===== config.mk =====
export PLATFORM = sky130hd
export DESIGN_NAME = cfg_load_seq
export DESIGN_NICKNAME = d
export VERILOG_FILES = /design/src/rtl/cfg_load_pkg.sv /design/src/rtl/cfg_sync.sv /design/src/rtl/cfg_wait_timer.sv /design/src/rtl/cfg_load_seq.sv
export SDC_FILE = /design/constraint.sdc
export NUM_CORES = 1
export LEC_CHECK = 0
export BUFFER_PORTS_ARGS = -buffer_cell sky130_fd_sc_hd__buf_2
export CAP_MARGIN = 10
export CORE_ASPECT_RATIO = 0.8
export CORE_MARGIN = 3
export CORE_UTILIZATION = 55
export CTS_BUF_LIST = sky130_fd_sc_hd__clkbuf_8
export DETAILED_ROUTE_END_ITERATION = 6
export HOLD_SLACK_MARGIN = 0.06
export PLACE_DENSITY = 0.75
export SYNTH_ARGS = -nofsm -noshare
export SYNTH_HDL_FRONTEND = slang
export SYNTH_HIERARCHICAL = 1
export SYNTH_SLANG_ARGS = --single-unit

===== constraint.sdc =====
create_clock -name clk_i -period 3.1 [get_ports clk_i]
set_input_delay 0.62 -clock clk_i [delete_from_list [all_inputs] [get_ports clk_i]]
set_output_delay 0.62 -clock clk_i [all_outputs]
set_load 0.1 [all_outputs]

===== src/rtl/cfg_load_pkg.sv =====
package cfg_load_pkg;
  typedef enum logic [2:0] {
    ST_IDLE, ST_PROG, ST_WINIT, ST_DATA, ST_WDONE, ST_FIN
  } state_e;

  typedef enum logic [1:0] {
    RES_OK     = 2'd0,
    RES_NOTGT  = 2'd1,
    RES_NOINIT = 2'd2,
    RES_NODONE = 2'd3
  } result_e;
endpackage


===== src/rtl/cfg_sync.sv =====
module cfg_sync #(
  parameter int W      = 1,
  parameter int STAGES = 2
) (
  input  logic         clk_i,
  input  logic         rst_ni,
  input  logic [W-1:0] d_i,
  output logic [W-1:0] q_o
);
  logic [W-1:0] stg_q [STAGES];

  for (genvar s = 0; s < STAGES; s++) begin : g_stage
    always_ff @(posedge clk_i or negedge rst_ni) begin
      if (!rst_ni)     stg_q[s] <= '0;
      else if (s == 0) stg_q[s] <= d_i;
      else             stg_q[s] <= stg_q[s-1];
    end
  end

  assign q_o = stg_q[STAGES-1];
endmodule


===== src/rtl/cfg_wait_timer.sv =====
module cfg_wait_timer #(
  parameter int LIMIT = 16
) (
  input  logic clk_i,
  input  logic rst_ni,
  input  logic clr_i,
  output logic expired_o
);
  localparam int CW = $clog2(LIMIT + 1);

  logic [CW-1:0] cnt_q;

  always_ff @(posedge clk_i or negedge rst_ni) begin
    if (!rst_ni)         cnt_q <= '0;
    else if (clr_i)      cnt_q <= '0;
    else if (!expired_o) cnt_q <= cnt_q + 1'b1;
  end

  assign expired_o = (cnt_q == CW'(LIMIT));
endmodule


===== src/rtl/cfg_load_seq.sv =====
module cfg_load_seq
  import cfg_load_pkg::*;
#(
  parameter int LEN_W     = 24,
  parameter int DW        = 8,
  parameter int PROG_HOLD = 20,
  parameter int INIT_TO   = 10000000,
  parameter int DONE_MULT = 10
) (
  input  logic             clk_i,
  input  logic             rst_ni,
  input  logic             start_i,
  input  logic             present_i,
  input  logic             en_use_i,
  input  logic [LEN_W-1:0] len_i,
  input  logic [DW-1:0]    data_i,
  input  logic             valid_i,
  output logic             ready_o,
  output logic             en_o,
  output logic             prog_no,
  output logic             init_oe_o,
  input  logic             init_i,
  input  logic             done_i,
  output logic [DW-1:0]    cfg_data_o,
  output logic             cfg_we_o,
  output logic             busy_o,
  output logic             finish_o,
  output logic [1:0]       result_o
);
  localparam int DONE_TO = INIT_TO * DONE_MULT;
  localparam int HW      = $clog2(PROG_HOLD + 1);

  state_e           st_q;
  result_e          res_q;
  logic [LEN_W-1:0] left_q;
  logic [HW-1:0]    hold_q;
  logic             en_q, rel_q, we_q;
  logic [DW-1:0]    dat_q;
  logic             init_s, done_s, init_exp, done_exp, fire;

  cfg_sync #(.W(2), .STAGES(2)) u_sync (
    .clk_i (clk_i),
    .rst_ni(rst_ni),
    .d_i   ({done_i, init_i}),
    .q_o   ({done_s, init_s})
  );

  cfg_wait_timer #(.LIMIT(INIT_TO)) u_init_tmr (
    .clk_i    (clk_i),
    .rst_ni   (rst_ni),
    .clr_i    (st_q != ST_WINIT),
    .expired_o(init_exp)
  );

  cfg_wait_timer #(.LIMIT(DONE_TO)) u_done_tmr (
    .clk_i    (clk_i),
    .rst_ni   (rst_ni),
    .clr_i    (st_q != ST_WDONE),
    .expired_o(done_exp)
  );

  assign ready_o = (st_q == ST_DATA);
  assign fire    = valid_i && ready_o;

  always_ff @(posedge clk_i or negedge rst_ni) begin
    if (!rst_ni) begin
      st_q   <= ST_IDLE;
      res_q  <= RES_OK;
      left_q <= '0;
      hold_q <= '0;
      en_q   <= 1'b0;
      rel_q  <= 1'b0;
      we_q   <= 1'b0;
      dat_q  <= '0;
    end else begin
      we_q <= fire;
      if (fire) dat_q <= data_i;
      unique case (st_q)
        ST_IDLE: if (start_i) begin
          if (!present_i) begin
            res_q <= RES_NOTGT;
            st_q  <= ST_FIN;
          end else begin
            en_q   <= en_use_i;
            rel_q  <= 1'b1;
            left_q <= len_i;
            hold_q <= '0;
            st_q   <= ST_PROG;
          end
        end
        ST_PROG: begin
          hold_q <= hold_q + 1'b1;
          if (hold_q == HW'(PROG_HOLD - 1)) st_q <= ST_WINIT;
        end
        ST_WINIT: begin
          if (init_s) st_q <= (left_q == '0) ? ST_WDONE : ST_DATA;
          else if (init_exp) begin
            res_q <= RES_NOINIT;
            en_q  <= 1'b0;
            st_q  <= ST_FIN;
          end
        end
        ST_DATA: if (fire) begin
          left_q <= left_q - 1'b1;
          if (left_q == LEN_W'(1)) st_q <= ST_WDONE;
        end
        ST_WDONE: begin
          if (done_s) begin
            res_q <= RES_OK;
            en_q  <= 1'b0;
            st_q  <= ST_FIN;
          end else if (done_exp) begin
            res_q <= RES_NODONE;
            en_q  <= 1'b0;
            st_q  <= ST_FIN;
          end
        end
        default: st_q <= ST_IDLE;
      endcase
    end
  end

  assign busy_o     = (st_q != ST_IDLE);
  assign finish_o   = (st_q == ST_FIN);
  assign prog_no    = (st_q != ST_PROG);
  assign init_oe_o  = !rel_q;
  assign en_o       = en_q;
  assign cfg_we_o   = we_q;
  assign cfg_data_o = dat_q;
  assign result_o   = res_q;

  assert_absent_at_once_R2: assert property (@(posedge clk_i) disable iff (!rst_ni)
    (finish_o && result_o == RES_NOTGT) |-> $past(!busy_o));
  assert_en_low_fin_R3: assert property (@(posedge clk_i) disable iff (!rst_ni)
    finish_o |-> !en_o);
  assert_init_released_R4: assert property (@(posedge clk_i) disable iff (!rst_ni)
    !prog_no |-> !init_oe_o);
  assert_prog_after_start_R5: assert property (@(posedge clk_i) disable iff (!rst_ni)
    $fell(prog_no) |-> $past(start_i));
  assert_we_after_hs_R7: assert property (@(posedge clk_i) disable iff (!rst_ni)
    cfg_we_o |-> $past(valid_i));
  assert_no_ready_in_prog_R7: assert property (@(posedge clk_i) disable iff (!rst_ni)
    !prog_no |-> !ready_o);
  assert_fin_ends_busy_R10: assert property (@(posedge clk_i) disable iff (!rst_ni)
    finish_o |=> !busy_o);
  assert_busy_from_start_R10: assert property (@(posedge clk_i) disable iff (!rst_ni)
    $rose(busy_o) |-> $past(start_i));
endmodule


# [Word-level counts from Yosys, hierarchy flattened]
# Cells that the tools add are included.
# W data, S select, Z words.
[word_totals] output_inout_bits=17 latchBits=0 wordCells=90 inputBits=40 ramBits=0 memories=0 mem_bits_ro=0 ff_bits=100
[classes] n_lt_le_gt_ge=0 mux=36 n_div=0 shift=0 mul=0 add_sub_neg=4 eq_ne=24 bitwise=0 n_reduce_logical=14
[ops] cell="$mux W24" n=5
[ops] cell="$mux W27" n=2
[ops] cell="$pmux W24 S2" n=1
[ops] cell="$mux W3" n=10
[ops] cell="$add A27 B1 Y27 const B" n=1
[ops] cell="$eq A27 B27 Y1 const B" n=1
[ops] cell="$add A24 B1 Y24 const B" n=1
[ops] cell="$eq A24 B1 Y1 const B" n=1
[ops] cell="$eq A24 B24 Y1 const B" n=1
[ops] cell="$logic_not A24 Y1" n=1
[ops] cell="$sub A24 B1 Y24 const B" n=1
[ops] cell="$reduce_and A6 Y1" n=3
[ops] cell="$pmux W3 S5" n=1
[ops] cell="$mux W2" n=6
[ops] cell="$ne A2 B2 Y1 const B" n=6
[ops] cell="$mux W5" n=2
[ops] cell="$pmux W5 S2" n=1
[ops] cell="$ne A3 B2 Y1 const B" n=3
[ops] cell="$ne A2 B1 Y1 const B" n=4
[ops] cell="$eq A3 B2 Y1 const B" n=2
[ops] cell="$eq A3 B3 Y1 const B" n=2
[ops] cell="$mux W1" n=6
[ops] cell="$pmux W2 S3" n=1
[ops] cell="$reduce_and A3 Y1" n=2
[ops] cell="12 further kinds" n=14

# [Logic depth before layout (Yosys ltp)]
# Gate-level depths: netlist of the first run.
[depth] word_depth=4 depth_mapped=10 depth_no_buf=10

# [By module]
# The synthesis of the first run kept the hierarchy.
[by_module_without_submodules] module="cfg_load_seq" area_per_inst_um2=2617.5 seq_area_each_um2=1126.1 instances=1 cells_each=296
[by_module_without_submodules] module="cfg_wait_timer at u_done_tmr" area_per_inst_um2=1515.2 seq_area_each_um2=675.6 instances=1 cells_each=161
[by_module_without_submodules] module="cfg_wait_timer at u_init_tmr" area_per_inst_um2=1305.0 seq_area_each_um2=600.6 instances=1 cells_each=140
[by_module_without_submodules] module="cfg_sync" area_per_inst_um2=115.1 seq_area_each_um2=100.1 instances=1 cells_each=6

# [Worst setup path after synthesis of the first run]
# OpenSTA, ideal clock, no wires.
[synth_path] path_kind="reg-to-output" from="register st_q[2]" to="output port finish_o" arrival_time_ps=2982 path_slack_ps=-502 required_time_ps=2480 path_stages_with_launch=4 path_buffers=1 cell_sequence="dfrtp_1 -> clkbuf_1 -> inv_1 -> nor3b_1"
[synth_between] elab_chain_cells=1
[synth_rtl] element="start, declared" line="cfg_load_seq.sv:33" source="state_e st_q;"
[synth_rtl] element="start signal, assigned" line="cfg_load_seq.sv:96" source="if (init_s) st_q <= (left_q == '0) ? ST_WDONE : ST_DATA;"
[synth_rtl] element="$eq A3 B3 Y1" line="cfg_load_seq.sv:124" source="assign finish_o = (st_q == ST_FIN);"
[synth_rtl] element="end, declared" line="cfg_load_seq.sv:27" source="output logic finish_o,"
# Every way passes these cells.

# [Worst setup path in the final report of the first run]
[layout_path] from="register st_q[1]" to="output port ready_o"
[layout_between] elab_chain_cells=1
[layout_rtl] element="$eq A3 B2 Y1" line="cfg_load_seq.sv:62" source="assign ready_o = (st_q == ST_DATA);"
[layout_rtl] element="end, declared" line="cfg_load_seq.sv:18" source="output logic ready_o,"
# Every way passes these cells.

==> results.yml, run 1 <==
status:
  outcome: "completed"
clocking:
  clock_latency_ps: 370
  cts-buffers-inserted: 9
  post-cts-setup-buffer-count: 0
  clock_sink_count: 100
  htreeDepth: 3
  clock_tree.root_cell: "clkbuf_8"
  clkSlewWorstSetupHoldPaths_ps: 100
  postCtsResizedCells: 0
  hold_buffers: 0
  cts_tree: "done"
  cts_max_path_buffers: 2
timing:
  final.setup.tns_ps: 0
  hold_viol: 0
  setup_viol: 0
  min_period_over_period: 0.854
  final_max_slew_viol_count: 0
  finClkSkew_ps: 9.39
  max_freq_mhz: 378
  relSlewSlack: 0.558
  period_minus_slack_ps: 2650
  rsz_0062_raised_after_global_routing: "false"
  tightestPinTransition_ps: 657
finish:
  fillers: 820
  nets: 695
  final_layout_size_suffix_gt1_frac: 0.168
  finish.cell_count_without_fillers: 789
  multi_input_area_um2: 2840
  area.growth.synth_to_final_pct: 11.6
  antenna_cells_inserted: 0
  final_core_util: 0.637
  area.sequential_um2: 2500
grt:
  antenna_found_initial: 0
  grt-ovfl-total: 0
  globalRouteTotalUtil: 0.239
  grt_pass1_vias: 4572
  grt_pass1_wl_um: 22300
  largest_net_degree_at_the_start_of_global_routing: 60
place:
  finalWeightedCongestion: 0.861
  post-place-cells: 773
  dp_hpwl_um: 8880
  buffer_ports.inserted: 56
critical_path:
  rr_worst_depth: 8
  crit_path_launch_type: "flip-flop"
  crit_arrival_ps: 2030
  worst_ep_required_time_ps: 2480
  timing.reg2reg.setup_slack_ps: 720
  criticalPathCategory: "flip-flop to output pin"
  worstPathMaxFanout: 25
  setup.worst_path.end_class: "output pin"
synth:
  total_standard_cell_area_after_synthesis_um2: 5550
  synth_nets: 650
  ys_async_rst_share: 1.00
  post_synth_main_area_contributors: "dfrtp_1 45%, a21oi_1 4.9%, nor2_1 4.1%"
  synth_enable_flop_cells: 0
  ys_seq_elements: 100
  synthDistinctLibCells: 64
  ys_dominant_reg_cell: "dfrtp_1"
  synth.yosys.seq_area_share: 0.451
  synth_top_cell_area_share: 0.451
  synth.most_common_cell: "dfrtp_1"
  synth_common_cells: "100 x dfrtp_1, 60 x nor2_1, 54 x a21oi_1"
  synthesis.area_per_instance_um2: 9.21
  yosys_warnings: 6
  synthCells: 603
  yosys.area.top_type: "dfrtp_1"
floorplanning:
  row_count: 32
  die_height_um: 95.9
  io-pin-count: 57
  initial_core_utilization: 0.571
  floorplan.die_area_um2: 11300
  placeable_core_region_um2: 9730
  die_width_um: 118
routing:
  drt-vias-per-instance: 6.09
  detailroute.via_count: 4802
  post-route-drc-count: 0
  first_pass_iters: 5
  average_detailed_routed_wire_length_per_instance_um: 16.3
  wirelength_um: 12800
  drt_first_iter_violations: 432
  detail-route-antenna-nets: 0
power_and_ir_drop:
  powerDensity_nw_per_um2: 677
  vdd_ir_drop_max_mv: 0.294
  p_leak_uw: 0.00245
worst_hold_path:
  holdCritPathClass: "input port to asynchronous set/reset pin"
flow_run:
  max-cap-violations: 0
## area by class of cell
cell class,count,area share
inverters,19,0.0115
multi-input cells,453,0.458
clock buffers,12,0.0267
well taps,136,0.0275
repair buffers,65,0.0610
flip-flops and latches,100,0.404
clock inverters,4,0.0113
## cells by family after synthesis
family | Yosys count | share of synthesized area
xor+xnor | 26 | 0.0410
simple gates | 260 | 0.269
fa+ha+maj | 7 | 0.0158
mux | 11 | 0.0221
compound gates | 149 | 0.163
flops | 100 | 0.451
buf+inv | 50 | 0.0392
## layout by cell type, fill, tap and decap left out, types with 4 or more instances in the layout
master and instances:
buf_2 54, a21oi_1 54, nand3_1 25, nor4_1 12, nor3_1 18, a21o_1 4
a22oi_1 4, clkbuf_8 12, a2bb2oi_1 7, and3_1 4, nand3b_1 4, or3_1 14
and4_1 6, or4_1 17, nor3b_1 4, nand2_1 37, inv_1 19, o21ai_0 39
or4_4 4, nor4b_1 5, xor2_1 13, and2_1 4, nand4_1 17, mux2_2 10
buf_4 9, o22ai_1 7, o2bb2ai_1 4, dfrtp_1 100, o31ai_1 14, ha_1 7
xnor2_1 13, nor2_1 60
## metal layers
metal | GRT usage | wire length, µm | up-vias
li1 | - | - | 2329
met1 | 0.333 | 5980 | 2332
met2 | 0.388 | 6150 | 123
met3 | 0.0417 | 546 | 18
met4 | 0.0702 | 156 | 0
met5 | 0 | 0 | -
## report_power, final
part | total [µW] | internal (µW) | switching, µW
clock network | 966 | 519 | 447
logic | 1390 | 449 | 940
registers | 1840 | 1540 | 301
total | 4190 | 2500 | 1690
## flip-flops by register name, indices dropped and copies added (netlist names), 2 cells and up
register,flops
u_sync/q_o,2
u_done_tmr/cnt_q,27
u_init_tmr/cnt_q,24
u_sync/stg_q,2
left_q,24
result_o,2
hold_q,5
st_q,3
cfg_data_o,8
## stage by stage
stage	area, µm²	hold slack, ps	total power, µW	setup slack [ps]
global placement	5960	334	3180	838
global route	6190	276	4450	244
detailed placement	5960	336	3240	802
finish	6190	243	4190	451
floorplan	5560	324	2890	292
CTS	6190	258	4210	459
## path summary, 6_finish.rpt
kind | from | end
worst max-delay path | st_q[1]$_DFFE_PN0P_ | ready_o
worst min-delay path | rst_ni | left_q[4]$_DFFE_PN0P_
worst max register to register | u_init_tmr/cnt_q[8]$_DFFE_PN0P_ | result_o[1]$_DFFE_PN0P_
worst min register to register | u_sync/stg_q[3]$_DFF_PN0_ | u_sync/q_o[1]$_DFF_PN0_
max in group asynchronous | rst_ni | u_done_tmr/cnt_q[20]$_DFFE_PN0P_
min in group clk_i | init_i | u_sync/stg_q[2]$_DFF_PN0_
## critical path, cell delays in order, from the launching register on
cell and delay [ps]:
dfrtp_1 740, nand3b_1 130, buf_4 240, inv_1 100, buf_4 230, buf_12 200
No activity file was read; power rests on OpenSTA's default activity.
==> inputs of run 2 (changes only) <==
ABC_CLOCK_PERIOD_IN_PS = 3100   (was unset)
MAX_ROUTING_LAYER = met4   (was unset)
==> run 2 against run 1 <==
  * Via count up 0.35%
  * Clock-buffer cell count unchanged
  * Largest power group unchanged
  * Highest routed layer unchanged
  * Critical path depth did not move
  * Sequential power hardly changed
  * Largest cell class unchanged
  * Power about the same
==> results.yml, run 2 (synthesized netlist as in run 1, its figures left out) <==
place:
  post-place-cells: 773
  dp_hpwl_um: 8880
  finalWeightedCongestion: 0.875
  buffer_ports.inserted: 56
finish:
  multi_input_area_um2: 2840
  largest_reg_flops: 27
  highest_count_cells_in_the_layout_ignoring_fill_and_taps: "100 x dfrtp_1, 60 x nor2_1, 54 x a21oi_1, 54 x buf_2, 39 x o21ai_0"
  largestRegisters: "u_done_tmr/cnt_q: 27 flops, left_q: 24 flops, u_init_tmr/cnt_q: 24 flops"
  layout.cells.most_common: "dfrtp_1"
  area.growth.synth_to_final_pct: 11.6
  area.sequential_um2: 2500
  finish.cell_count_without_fillers: 789
  reg_with_most_ffs: "u_done_tmr/cnt_q"
  antenna_cells_inserted: 0
  final_layout_size_suffix_gt1_frac: 0.168
  nets: 695
  fillers: 820
critical_path:
  critPathMaxStageDelay_ps: 730
  worst_ep_required_time_ps: 2480
  critical-path-top-delay-family: "buffers and inverters"
  criticalPathCategory: "flip-flop to output pin"
  setup.worst_path.end_class: "output pin"
  crit_slowest_cell: "dfrtp_1"
  worstPathMaxFanout: 25
  timing.critical_path.mode_cell: "buf_4"
  worstPathBufferInverterCount: 4
  crit_arrival_ps: 2030
  crit_path_launch_type: "flip-flop"
  path_cells: "nand3b_1 > buf_4 > inv_1 > buf_4 > buf_12"
floorplanning:
  initial_core_utilization: 0.571
  die_height_um: 95.9
  row_count: 32
  die_width_um: 118
  floorplan.die_area_um2: 11300
  io-pin-count: 57
  placeable_core_region_um2: 9730
power_and_ir_drop:
  powerDensity_nw_per_um2: 676
  vdd_ir_drop_max_mv: 0.294
  p_leak_uw: 0.00245
worst_hold_path:
  holdCritPathClass: "input port to asynchronous set/reset pin"
timing:
  period_minus_slack_ps: 2650
  min_period_over_period: 0.853
  setup_viol: 0
  final_max_slew_viol_count: 0
  final.hold.worst_slack_ps: 253
  hold_viol: 0
  max_freq_mhz: 378
  final.setup.tns_ps: 0
  tightestPinTransition_ps: 658
  finClkSkew_ps: 10.3
  relSlewSlack: 0.557
  rsz_0062_raised_after_global_routing: "false"
routing:
  detail-route-antenna-nets: 0
  drt_first_iter_violations: 458
  wirelength_um: 12900
  detailroute.via_count: 4819
  drt-vias-per-instance: 6.11
  first_pass_iters: 5
  post-route-drc-count: 0
  average_detailed_routed_wire_length_per_instance_um: 16.3
clocking:
  clock_tree.root_cell: "clkbuf_8"
  clock_latency_ps: 360
  cts_max_path_buffers: 2
  hold_buffers: 0
  post-cts-setup-buffer-count: 0
  clock_sink_count: 100
  cts-buffers-inserted: 9
  htreeDepth: 3
  clkSlewWorstSetupHoldPaths_ps: 90
  cts_tree: "done"
  postCtsResizedCells: 0
grt:
  globalRouteTotalUtil: 0.246
  grt_pass1_vias: 4574
  grt-ovfl-total: 0
  antenna_found_initial: 0
  grt_pass1_wl_um: 22300
  largest_net_degree_at_the_start_of_global_routing: 60
status:
  outcome: "completed"
flow_run:
  max-cap-violations: 0
[run 2: final timing paths]
check | startpoint | endpoint | slack [ps] | depth (start not counted)
min | rst_ni | left_q[20]$_DFFE_PN0P_ | 250 | 1
max reg2reg | u_init_tmr/cnt_q[17]$_DFFE_PN0P_ | result_o[1]$_DFFE_PN0P_ | 710 | 8
max | st_q[1]$_DFFE_PN0P_ | ready_o | 450 | 5
min reg2reg | u_sync/stg_q[3]$_DFF_PN0_ | u_sync/q_o[1]$_DFF_PN0_ | 350 | 0
max in group asynchronous | rst_ni | u_done_tmr/cnt_q[20]$_DFFE_PN0P_ | 2140 | 2
min in group clk_i | u_sync/stg_q[3]$_DFF_PN0_ | u_sync/q_o[1]$_DFF_PN0_ | 350 | 0
[run 2: worst register-to-register path: stages (launching register included)]
cell and delay, ps:
dfrtp_1 420, nor4b_1 430, nand4b_1 270, nor2_1 230, nand2_1 80, o32ai_1 250, nand3b_1 140, a21o_1 200
mux2_2 270
[run 2: routing by layer]
metal / vias up / share of wire / GRT usage
li1: 2326 / - / -
met1: 2330 / 0.46 / 0.332
met2: 147 / 0.48 / 0.391
met3: 16 / 0.045 / 0.0429
met4: 0 / 0.012 / 0.0644
met5: - / 0 / -
[run 2: layout make-up]
cell class	count	area share
well taps	136	0.0275
clock inverters	4	0.0113
repair buffers	65	0.0610
multi-input cells	453	0.458
flip-flops and latches	100	0.404
clock buffers	12	0.0267
inverters	19	0.0115
[run 2: where the power goes]
part | total, µW | internal [µW] | switching (µW) | leakage [µW]
logic | 1390 | 449 | 940 | 0.00102
registers | 1840 | 1540 | 301 | 0.00131
clock network | 962 | 519 | 443 | 0.000122
total | 4190 | 2500 | 1680 | 0.00245
[run 2: stage by stage]
stage	setup WS [ps]	total power [µW]	util	cell area, µm²
6_report	454	4190	0.637	6190
5_1_grt	247	4450	0.637	6190
4_1_cts	459	4210	0.637	6190
3_5_place_dp	802	3240	0.613	5960
3_3_place_gp	838	3180	0.613	5960
2_1_floorplan	292	2890	-	5560
==> inputs of run 3 (changes only) <==
CORE_ASPECT_RATIO = unset   (was 0.8)
==> run 3 against run 2 <==
  * Clock-buffer cell count down 2
  * Sequential share of layout area is essentially flat
  * Clock skew is 1.9 ps higher
  * Cell area shrank 0.12%
  * Register-to-register slack better by 60 ps
  * Sequential cell count unchanged
  * Hold slack worse by 21 ps
  * First-iteration DRC count is 41% lower
  * Critical path type unchanged
  * Critical endpoint is now prog_no
==> results.yml, run 3 (synthesized netlist as in run 1, its figures left out) <==
status:
  outcome: "completed"
critical_path:
  path_depth: 3
  rr_worst_depth: 8
  path_cells: "nor3b_1 > inv_1 > buf_2"
  critPathMaxStageDelay_ps: 610
  critical-path-top-delay-family: "flip-flops"
  worstPathMaxFanout: 21
  worst_ep_required_time_ps: 2480
  crit_path_launch_type: "flip-flop"
  worstPathBufferInverterCount: 2
  crit_slowest_cell: "dfrtp_1"
  criticalPathCategory: "flip-flop to output pin"
  timing.reg2reg.setup_slack_ps: 770
  crit_arrival_ps: 1960
  setup.worst_path.end_class: "output pin"
routing:
  first_pass_iters: 5
  wirelength_um: 12500
  detail-route-antenna-nets: 0
  post-route-drc-count: 0
  drt_first_iter_violations: 272
  detailroute.via_count: 4779
  average_detailed_routed_wire_length_per_instance_um: 15.8
  drt-vias-per-instance: 6.08
finish:
  highest_count_cells_in_the_layout_ignoring_fill_and_taps: "100 x dfrtp_1, 60 x nor2_1, 54 x a21oi_1, 54 x buf_2, 39 x o21ai_0"
  layout.cells.most_common: "dfrtp_1"
  antenna_cells_inserted: 0
  largest_reg_flops: 27
  area.growth.synth_to_final_pct: 11.4
  largestRegisters: "u_done_tmr/cnt_q: 27 flops, left_q: 24 flops, u_init_tmr/cnt_q: 24 flops"
  nets: 695
  final_layout_size_suffix_gt1_frac: 0.168
  reg_with_most_ffs: "u_done_tmr/cnt_q"
timing:
  rsz_0062_raised_after_global_routing: "false"
  final_max_slew_viol_count: 0
  min_period_over_period: 0.831
  final.hold.worst_slack_ps: 231
  tightestPinTransition_ps: 699
  period_minus_slack_ps: 2580
  hold_viol: 0
  setup_viol: 0
  finClkSkew_ps: 12.2
  final.setup.tns_ps: 0
  relSlewSlack: 0.530
  max_freq_mhz: 388
grt:
  grt-ovfl-total: 0
  grt_pass1_wl_um: 21700
  antenna_found_initial: 0
  largest_net_degree_at_the_start_of_global_routing: 64
  grt_pass1_vias: 4718
  globalRouteTotalUtil: 0.239
clocking:
  post-cts-setup-buffer-count: 0
  htreeDepth: 3
  cts-buffers-inserted: 9
  clock_tree.root_cell: "clkbuf_8"
  cts_max_path_buffers: 2
  hold_buffers: 0
  cts_tree: "done"
  postCtsResizedCells: 0
  clkSlewWorstSetupHoldPaths_ps: 100
  clock_sink_count: 100
  clock_latency_ps: 370
floorplanning:
  die_height_um: 106
  row_count: 36
  placeable_core_region_um2: 9770
  initial_core_utilization: 0.568
  io-pin-count: 57
  floorplan.die_area_um2: 11300
  die_width_um: 106
place:
  finalWeightedCongestion: 0.845
  dp_hpwl_um: 8660
  buffer_ports.inserted: 56
power_and_ir_drop:
  p_leak_uw: 0.00244
  vdd_ir_drop_max_mv: 0.508
  design_power_total_uw: 4180
  powerDensity_nw_per_um2: 675
flow_run:
  max-cap-violations: 0
worst_hold_path:
  holdCritPathClass: "input port to asynchronous set/reset pin"
## run 3: cell types whose count changed in the layout (fill, tap and decap cells not counted)
| cell | before | now |
|---|---|---|
| clkbuf_8 | 12 | 10 |
| clkinv_2 | 2 | 0 |
| clkinvlp_4 | 0 | 1 |
| inv_6 | 0 | 3 |
## run 3: worst paths after layout
path | end | from
max | prog_no | st_q[1]$_DFFE_PN0P_
min | left_q[9]$_DFFE_PN0P_ | rst_ni
max reg2reg | result_o[1]$_DFFE_PN0P_ | u_init_tmr/cnt_q[8]$_DFFE_PN0P_
min reg2reg | u_sync/q_o[0]$_DFF_PN0_ | u_sync/stg_q[2]$_DFF_PN0_
max in group asynchronous | u_done_tmr/cnt_q[8]$_DFFE_PN0P_ | rst_ni
min in group clk_i | u_sync/stg_q[3]$_DFF_PN0_ | done_i
## run 3: layer usage
layer  track usage  wire, µm  vias to the layer above
met1         0.312      5630                     2319
met3        0.0565       673                       13
met2         0.380      6020                      118
met5             -         0                        -
met4        0.0584       118                        0
li1              -         -                     2329
## run 3: layout make-up
cell class	instances	area, µm²
fillers	865	3590
multi-input cells	453	2840
flip-flops and latches	100	2500
repair buffers	65	378
well taps	133	166
clock buffers	10	138
clock inverters	6	93.8
inverters	19	71.3
## run 3: power by group
part           total, µW  switching, µW  leakage, µW  internal [µW]
clock network        948            463     0.000114            485
registers           1840            309      0.00131           1540
logic               1380            936      0.00102            449
total               4180           1710      0.00244           2470
## run 3: through the flow
stage	cells	area (µm²)	util	setup WS (ps)
2_1_floorplan	603	5560	-	292
3_3_place_gp	770	5960	0.609	869
3_5_place_dp	770	5960	0.609	813
4_1_cts	786	6190	0.633	508
5_1_grt	786	6190	0.633	402
6_report	786	6190	0.633	524
